$ cat src/rtl/adc_twopoint_cal.sv
module adc_twopoint_cal #(
  parameter int N     = 10,
  parameter int RAW_W = 16
) (
  input  logic             clk,
  input  logic             rst_n,
  input  logic             ref_valid,
  output logic             ref_ready,
  input  logic [N-1:0]     ref_lo,
  input  logic [N-1:0]     ref_hi,
  input  logic             smp_valid,
  output logic             smp_ready,
  input  logic [RAW_W-1:0] smp_raw,
  output logic             out_valid,
  output logic [N-1:0]     out_data,
  output logic             cal_done,
  output logic             cal_err
);
  localparam int SCW = 32;
  localparam int DW  = RAW_W + SCW;
  localparam int CW  = $clog2(DW + 1);
  localparam logic [SCW-1:0] ONE_M = SCW'(1000000);
  localparam logic [DW-1:0] NSPAN_M = DW'(64'd1000000 << (N - 1));
  localparam logic signed [DW+1:0] NLO_S = (DW+2)'(2 ** (N - 2));
  localparam logic signed [DW+1:0] MAXC  = (DW+2)'(2 ** N - 1);
  localparam logic [RAW_W-1:0] RMASK = RAW_W'(2 ** N - 1);

  typedef enum logic [1:0] {S_IDLE, S_SCALE, S_BIAS, S_SMP} st_t;

  st_t                    st;
  logic [SCW-1:0]         scale, new_scale, den;
  logic signed [DW+1:0]   bias;
  logic [N-1:0]           lo_r;
  logic [DW-1:0]          dq;
  logic [SCW:0]           rem;
  logic [CW-1:0]          cnt;

  assign ref_ready = (st == S_IDLE);
  assign smp_ready = (st == S_IDLE) && !ref_valid;

  wire              ref_go = ref_valid && ref_ready;
  wire              smp_go = smp_valid && smp_ready;
  wire [RAW_W-1:0]  raw_m  = smp_raw & RMASK;

  wire [SCW+1:0]    trial = {rem, dq[DW-1]} - {2'b00, den};
  wire              take  = !trial[SCW+1];

  wire signed [DW+1:0] q_s  = signed'({2'b00, dq});
  wire signed [DW+1:0] corr = q_s + bias;
  wire [N-1:0] clamped = (corr < 0) ? '0 : (corr > MAXC) ? '1 : corr[N-1:0];

  always_ff @(posedge clk or negedge rst_n) begin
    if (!rst_n) begin
      st        <= S_IDLE;
      scale     <= ONE_M;
      new_scale <= '0;
      bias      <= '0;
      lo_r      <= '0;
      dq        <= '0;
      rem       <= '0;
      den       <= '0;
      cnt       <= '0;
      out_valid <= 1'b0;
      out_data  <= '0;
      cal_done  <= 1'b0;
      cal_err   <= 1'b0;
    end else begin
      out_valid <= 1'b0;
      cal_done  <= 1'b0;
      cal_err   <= 1'b0;
      if (st == S_IDLE) begin
        if (ref_go) begin
          if (ref_hi <= ref_lo) begin
            cal_err <= 1'b1;
          end else begin
            lo_r <= ref_lo;
            dq   <= NSPAN_M;
            den  <= SCW'(ref_hi - ref_lo);
            rem  <= '0;
            cnt  <= CW'(DW);
            st   <= S_SCALE;
          end
        end else if (smp_go) begin
          dq  <= DW'(raw_m) * DW'(scale);
          den <= ONE_M;
          rem <= '0;
          cnt <= CW'(DW);
          st  <= S_SMP;
        end
      end else if (cnt != '0) begin
        rem <= take ? trial[SCW:0] : {rem[SCW-1:0], dq[DW-1]};
        dq  <= {dq[DW-2:0], take};
        cnt <= cnt - 1'b1;
      end else begin
        case (st)
          S_SCALE: begin
            new_scale <= dq[SCW-1:0];
            dq  <= DW'(lo_r) * DW'(dq[SCW-1:0]);
            den <= ONE_M;
            rem <= '0;
            cnt <= CW'(DW);
            st  <= S_BIAS;
          end
          S_BIAS: begin
            scale    <= new_scale;
            bias     <= NLO_S - q_s;
            cal_done <= 1'b1;
            st       <= S_IDLE;
          end
          S_SMP: begin
            out_data  <= clamped;
            out_valid <= 1'b1;
            st        <= S_IDLE;
          end
          default: st <= S_IDLE;
        endcase
      end
    end
  end
endmodule

$ cat config.mk
export PLATFORM = sky130hd
export DESIGN_NAME = adc_twopoint_cal
export DESIGN_NICKNAME = d
export VERILOG_FILES = /design/src/rtl/adc_twopoint_cal.sv
export SDC_FILE = /design/constraint.sdc
export NUM_CORES = 2
export LEC_CHECK = 0
export ABC_AREA = 1
export BUFFER_PORTS_ARGS = -buffer_cell sky130_fd_sc_hd__buf_2
export CAP_MARGIN = 0
export CORE_MARGIN = 3
export CORE_UTILIZATION = 50
export CTS_BUF_LIST = sky130_fd_sc_hd__clkbuf_4
export CTS_CLUSTER_SIZE = 12
export DETAILED_ROUTE_END_ITERATION = 7
export MAX_ROUTING_LAYER = met4
export PLACE_DENSITY = 0.64
export SYNTH_ARGS = -nofsm -noshare
export SYNTH_HDL_FRONTEND = slang
export SYNTH_SLANG_ARGS = --single-unit
$ cat constraint.sdc
create_clock -name clk -period 14.7 [get_ports clk]
set_input_delay 0.735 -clock clk [delete_from_list [all_inputs] [get_ports clk]]
set_output_delay 0.735 -clock clk [all_outputs]
set_load 0.02 [all_outputs]
==> After elaboration in Yosys (flattened, before gate mapping) <==
Index checks and enable logic that the tools add are counted.
{ "totals": {"regBits": 258, "input_bits": 40} }
{ "op_classes": {"n_addsub": 5, "multipliers": 2, "order_cmp": 3, "n_eq_ne": 6, "mux": 42, "bitwise_logic": 3, "reduce_logical": 16} }
{ "ops": {"columns": ["cell", "count"], "rows": [
  ["two-way mux 48 bit", 6],
  ["two-way mux 33 bit", 7],
  ["two-way mux 32 bit", 6],
  ["multiplier 10 x 32 -> 42 bit", 2],
  ["adder 49 x 50 -> 50 bit", 1],
  ["greater-than comparator 50 x 11 -> 1 bit, second input constant", 1],
  ["less-than comparator 50 x 1 -> 1 bit, second input constant", 1],
  ["subtractor 9 x 48 -> 49 bit, first input constant", 1],
  ["two-way mux 6 bit", 6],
  ["subtractor 34 x 32 -> 34 bit", 1],
  ["two-way mux 10 bit", 2],
  ["AND reduction 3 bit", 6],
  ["two-way mux 2 bit", 6],
  ["subtractor 10 x 10 -> 11 bit", 1],
  ["less-or-equal comparator 10 bit", 1],
  ["two-way mux 1 bit", 9],
  ["nonzero test 6 bit", 1],
  ["subtractor 6 x 1 -> 6 bit, second input constant", 1],
  ["equality test 2 bit, second input constant", 2],
  ["AND reduction 4 bit", 1],
  ["logical AND 1 bit", 3],
  ["!= test 3 x 1 -> 1 bit, second input constant", 1],
  ["!= test 3 bit, second input constant", 1],
  ["inverter 1 bit", 3],
  ["6 further kinds", 7]
]} }

==> Logic depth before layout (Yosys ltp) <==
{ "logic_depth": {"word_depth": 6, "mapped_depth": 31} }

==> Worst setup path before layout <==
Ideal clock, no wire load.
{ "synth_timing": {"path_kind": "input-to-reg", "startpoint": "input smp_raw[1]", "endpoint": "register dq[33]", "setup_ns": 0.117, "arrival_ns": 5.502, "required_ns": 14.583, "slack_ns": 9.082, "path_stages": 28, "path_cell_list": "clkbuf_1 > nand2_1 > fa_1 > inv_1 > fa_1 > inv_1 > fa_1 > inv_1 > fa_1 > inv_1 > fa_1 > inv_1 > ha_1 > nand2_1 > nor2_1 > nand2_1 > o211ai_1 > nand2_1 > nand2_1 > a21oi_1 > o21bai_1 > nand2_1 > nand2_1 > or2_1 > nand3_1 > nand3_1 > nand2_1 > nand2_1"} }
{ "synth_between": {"elab_chain_cells": 4} }
{ "synth_lines": {"columns": ["element", "line_no", "source"], "rows": [
  ["from (decl)", "13", "input logic [RAW_W-1:0] smp_raw,"],
  ["multiplier 10 x 32 -> 42 bit", "84", "dq <= DW'(raw_m) * DW'(scale);"],
  ["two-way mux 48 bit", "83", "end else if (smp_go) begin"],
  ["two-way mux 48 bit", "72", "if (ref_go) begin"],
  ["two-way mux 48 bit", "71", "if (st == S_IDLE) begin"],
  ["to (signal assigned)", "84", null],
  ["to (signal assigned)", "92", "dq <= {dq[DW-2:0], take};"],
  ["to (signal assigned)", "98", "dq <= DW'(lo_r) * DW'(dq[SCW-1:0]);"],
  ["to (decl)", "34", "logic [DW-1:0] dq;"]
]} }
No other way between the ends. The select of a mux whose other input is x is not followed.
A chain may end at the register's enable or synchronous reset.

==> Worst setup path in the final report <==
{ "layout_timing": {"startpoint": "register dq[13]", "endpoint": "register dq[26]"} }
{ "layout_between": {"elab_chain_cells": 4} }
{ "layout_lines": {"columns": ["element", "line_no", "source"], "rows": [
  ["multiplier 10 x 32 -> 42 bit", "98", null],
  ["two-way mux 48 bit", "95", "case (st)"],
  ["two-way mux 48 bit", "90", "end else if (cnt != '0) begin"],
  ["two-way mux 48 bit", "71", null]
]} }
No other way between the ends. The select of a mux whose other input is x is not followed.

==> metrics.csv <==
metric,value,unit
status,"complete, no violations",
p_leak,24.3,nW
path_cells,nand2_1 > inv_1 > fa_1 > fa_1 > fa_1 > fa_1 > inv_1 > fa_1 > inv_1 > ha_1 > nand2_1 > nand2_1 > a31oi_1 > o21ai_0 > o21bai_1 > a21oi_1 > o21ai_0 > or2_0 > nand3_1 > nand3_1 > nand2_1 > o21ai_1,
cts_buffer_depth,3,
insertion_delay,0.84,ns
placed_area,39800,um2
tightestPinTransition,1.11,ns
setup_viol,0,
cts_root_buffer,clkbuf_4,
first_iter_violations,2630,
totalWireLength,114,mm
syn_area_per_cell,6.83,um2
hp-class,primary input to flip-flop,
cts_tree,done,
sw_frac_of_total,0.579,
dp_hpwl,91.5,mm
clkTransAtPathRegs,0.07,ns
fmax,0.155,GHz
overflow,0,
die_x,285,um
layout-drive-gt1-share,0.0469,
combPwrFrac,0.735,
syn_to_final_growth,4.77,%
async_reset_ff_frac,1.00,
max_cap_viol_count,0,
postRouteAntennaNets,0,
p_total,6.99,mW
crit_top_cell,fa_1,
synth_area,38800,um2
fin_nets,6395,
critPathMaxStageDelay,0.93,ns
vias_per_cell,5.24,
wl_per_cell,17.1,um
fin_area,40700,um2
ys.flop_type,dfrtp_1,
final_common_cell,nand2_1,
worst_setup_path_start_kind,flip-flop,
cp_slowest_cell,dfrtp_1,
final_hold_viol_count,0,
fin_crit,6.46,ns
grt_max_degree,141,
syn_nets,6449,
power.density,172,nW/um2
syn-instance-count,5684,
final_cell_mix,"1,777 x nand2_1, 1,263 x inv_1, 479 x fa_1",
die_area,81000,um2
first_global_vias,34400,
port_buffers,48,
io_pins,55,
post_cts_buffers,0,
place.gp.congestion,0.983,
antenna_found_initial,1,
crit_type,flip-flop to flip-flop,
p_seq_frac,0.169,
ys_seq_area_frac,0.153,
synth_edf_count,0,
yosys_warnings,0,
switchingPower,4.05,mW
ys_seq_elements,237,
worstPathArrival,7.08,ns
grt_pass1_wl,187,mm
synth.area.top_cells,"fa_1 25%, nand2_1 17%, dfrtp_1 15%",
whs_path_depth,3,
rows,101,
period_share,0.440,
grtUsageTotal,0.296,
tns,0,ns
r2r_slack,8.24,ns
cts_buffers,75,
p_clk_frac,0.096,
die_h,285,um
first_pass_iters,6,
maxSlewViolCount,0,
cp_max_fo,17,
fin_worst_skew,0.0875,ns
critPathRequiredTime,15.32,ns
synth.lib_cells_used.distinct,59,
fill_cells,7844,
internal-power,2.94,mW
start_util,0.508,
rsz0062_at_grt,false,
relSlewSlack,0.260,
ir_worst_vdd,0.183,mV
drc_errors,0,
cts-htree-levels,3,
core,76500,um2
reg2reg_depth,22,
yosysTopAreaCell,fa_1,
vias,35200,
synth_top_area_share,0.247,
clock_sinks,237,
crit_path_end_kind,flip-flop,
[area by class of cell]
class / instances / area, um2 / share of cell area
Antenna cell: 1 / 2.50 / 0.0000615
Clock buffer: 102 / 766 / 0.0188
Clock inverter: 22 / 106 / 0.00261
Multi-Input combinational cell: 3953 / 27300 / 0.671
Timing Repair Buffer: 74 / 460 / 0.0113
Tap cell: 1030 / 1290 / 0.0317
Sequential cell: 237 / 5940 / 0.146
Inverter: 1289 / 4840 / 0.119
[logic make-up (layout without fill, tap and decap cells)]
| family | Yosys count | count (layout) | synth area share |
|---|---|---|---|
| buf+inv | 1494 | 1487 | 0.145 |
| xor+xnor | 71 | 71 | 0.0160 |
| fa+ha+maj | 725 | 725 | 0.326 |
| other cells | 0 | 1 | 0 |
| simple gates | 2452 | 2452 | 0.257 |
| compound gates | 705 | 705 | 0.103 |
| flops | 237 | 237 | 0.153 |
[metal layers]
metal  GRT usage  routed length (um)  vias up
li1            -                   -    17100
met1       0.405               51400    16700
met2       0.457               51400     1110
met3      0.0413                7800      204
met4      0.0922                3880        0
met5           -                   0        -
[final timing paths]
check | start | endpoint
hold reg to reg | new_scale[26]$_DFFE_PN0P_ | scale[26]$_DFFE_PN0P_
max in group asynchronous | rst_n | new_scale[2]$_DFFE_PN0P_
setup reg to reg | dq[13]$_DFFE_PN0P_ | dq[26]$_DFFE_PN0P_
hold / removal | ref_lo[9] | lo_r[9]$_DFFE_PN0P_
min in group asynchronous | rst_n | cal_done$_DFF_PN0_
setup / recovery | dq[13]$_DFFE_PN0P_ | dq[26]$_DFFE_PN0P_
[power by group through the flow]
stage | Sequential [mW] | Clock [mW] | Combinational (mW)
finish | 1.18 | 0.668 | 5.14
global placement | 1.19 | 0 | 5.04
global route | 1.21 | 0.719 | 5.86
floorplan | 1.00 | 0 | 3.89
detailed placement | 1.19 | 0 | 5.09
CTS | 1.18 | 0.691 | 5.12
[flip-flops by register name, indices dropped and copies added (netlist names), 10 cells and up]
signal	cells
rem	33
new_scale	32
scale	32
bias	49
dq	48
out_data	10
den	12
lo_r	10
[Yosys cell counts, types with 8 or more instances]
cell type	number
nand3b_1	14
or2_2	8
o21bai_1	21
nand3_1	175
xnor2_1	27
nor3_1	46
o21a_1	8
xor2_1	44
clkbuf_1	188
a21o_1	14
dfrtp_1	230
a31oi_1	37
fa_1	479
buf_2	12
nor2_2	9
o22ai_1	10
o211ai_1	46
inv_1	1264
nand4_1	41
o221ai_1	14
nand2_1	1780
a21oi_1	234
inv_2	20
o21ai_1	42
o21ai_0	241
ha_1	246
nor4_1	10
nor2_1	325
a32o_1	11
[stage by stage]
step	utilization	hold slack [ns]	worst slack (ns)	instances
3_5_place_dp	0.521	0.467	7.94	6582
5_1_grt	0.532	0.160	7.93	6708
2_1_floorplan	-	0.439	9.08	5684
4_1_cts	0.532	0.118	8.36	6707
3_3_place_gp	0.521	0.460	8.00	6582
6_report	0.532	0.228	8.24	6708
[critical path, delay by kind of cell (launching register included)]
family / cells / cell delay (ns)
compound gates: 6 / 1.41
fa+ha+maj: 6 / 2.91
buf+inv: 3 / 0.23
flops: 1 / 0.93
simple gates: 7 / 0.73
[repair_timing]
item                                    in CTS  in global routing
hold buffers                                 1                  0
hold endpoints to repair                    63                  0
endpoints found under the setup margin       0                  0
resized for setup                            0                  0
Note: power is estimated with default switching activity, not from simulation.
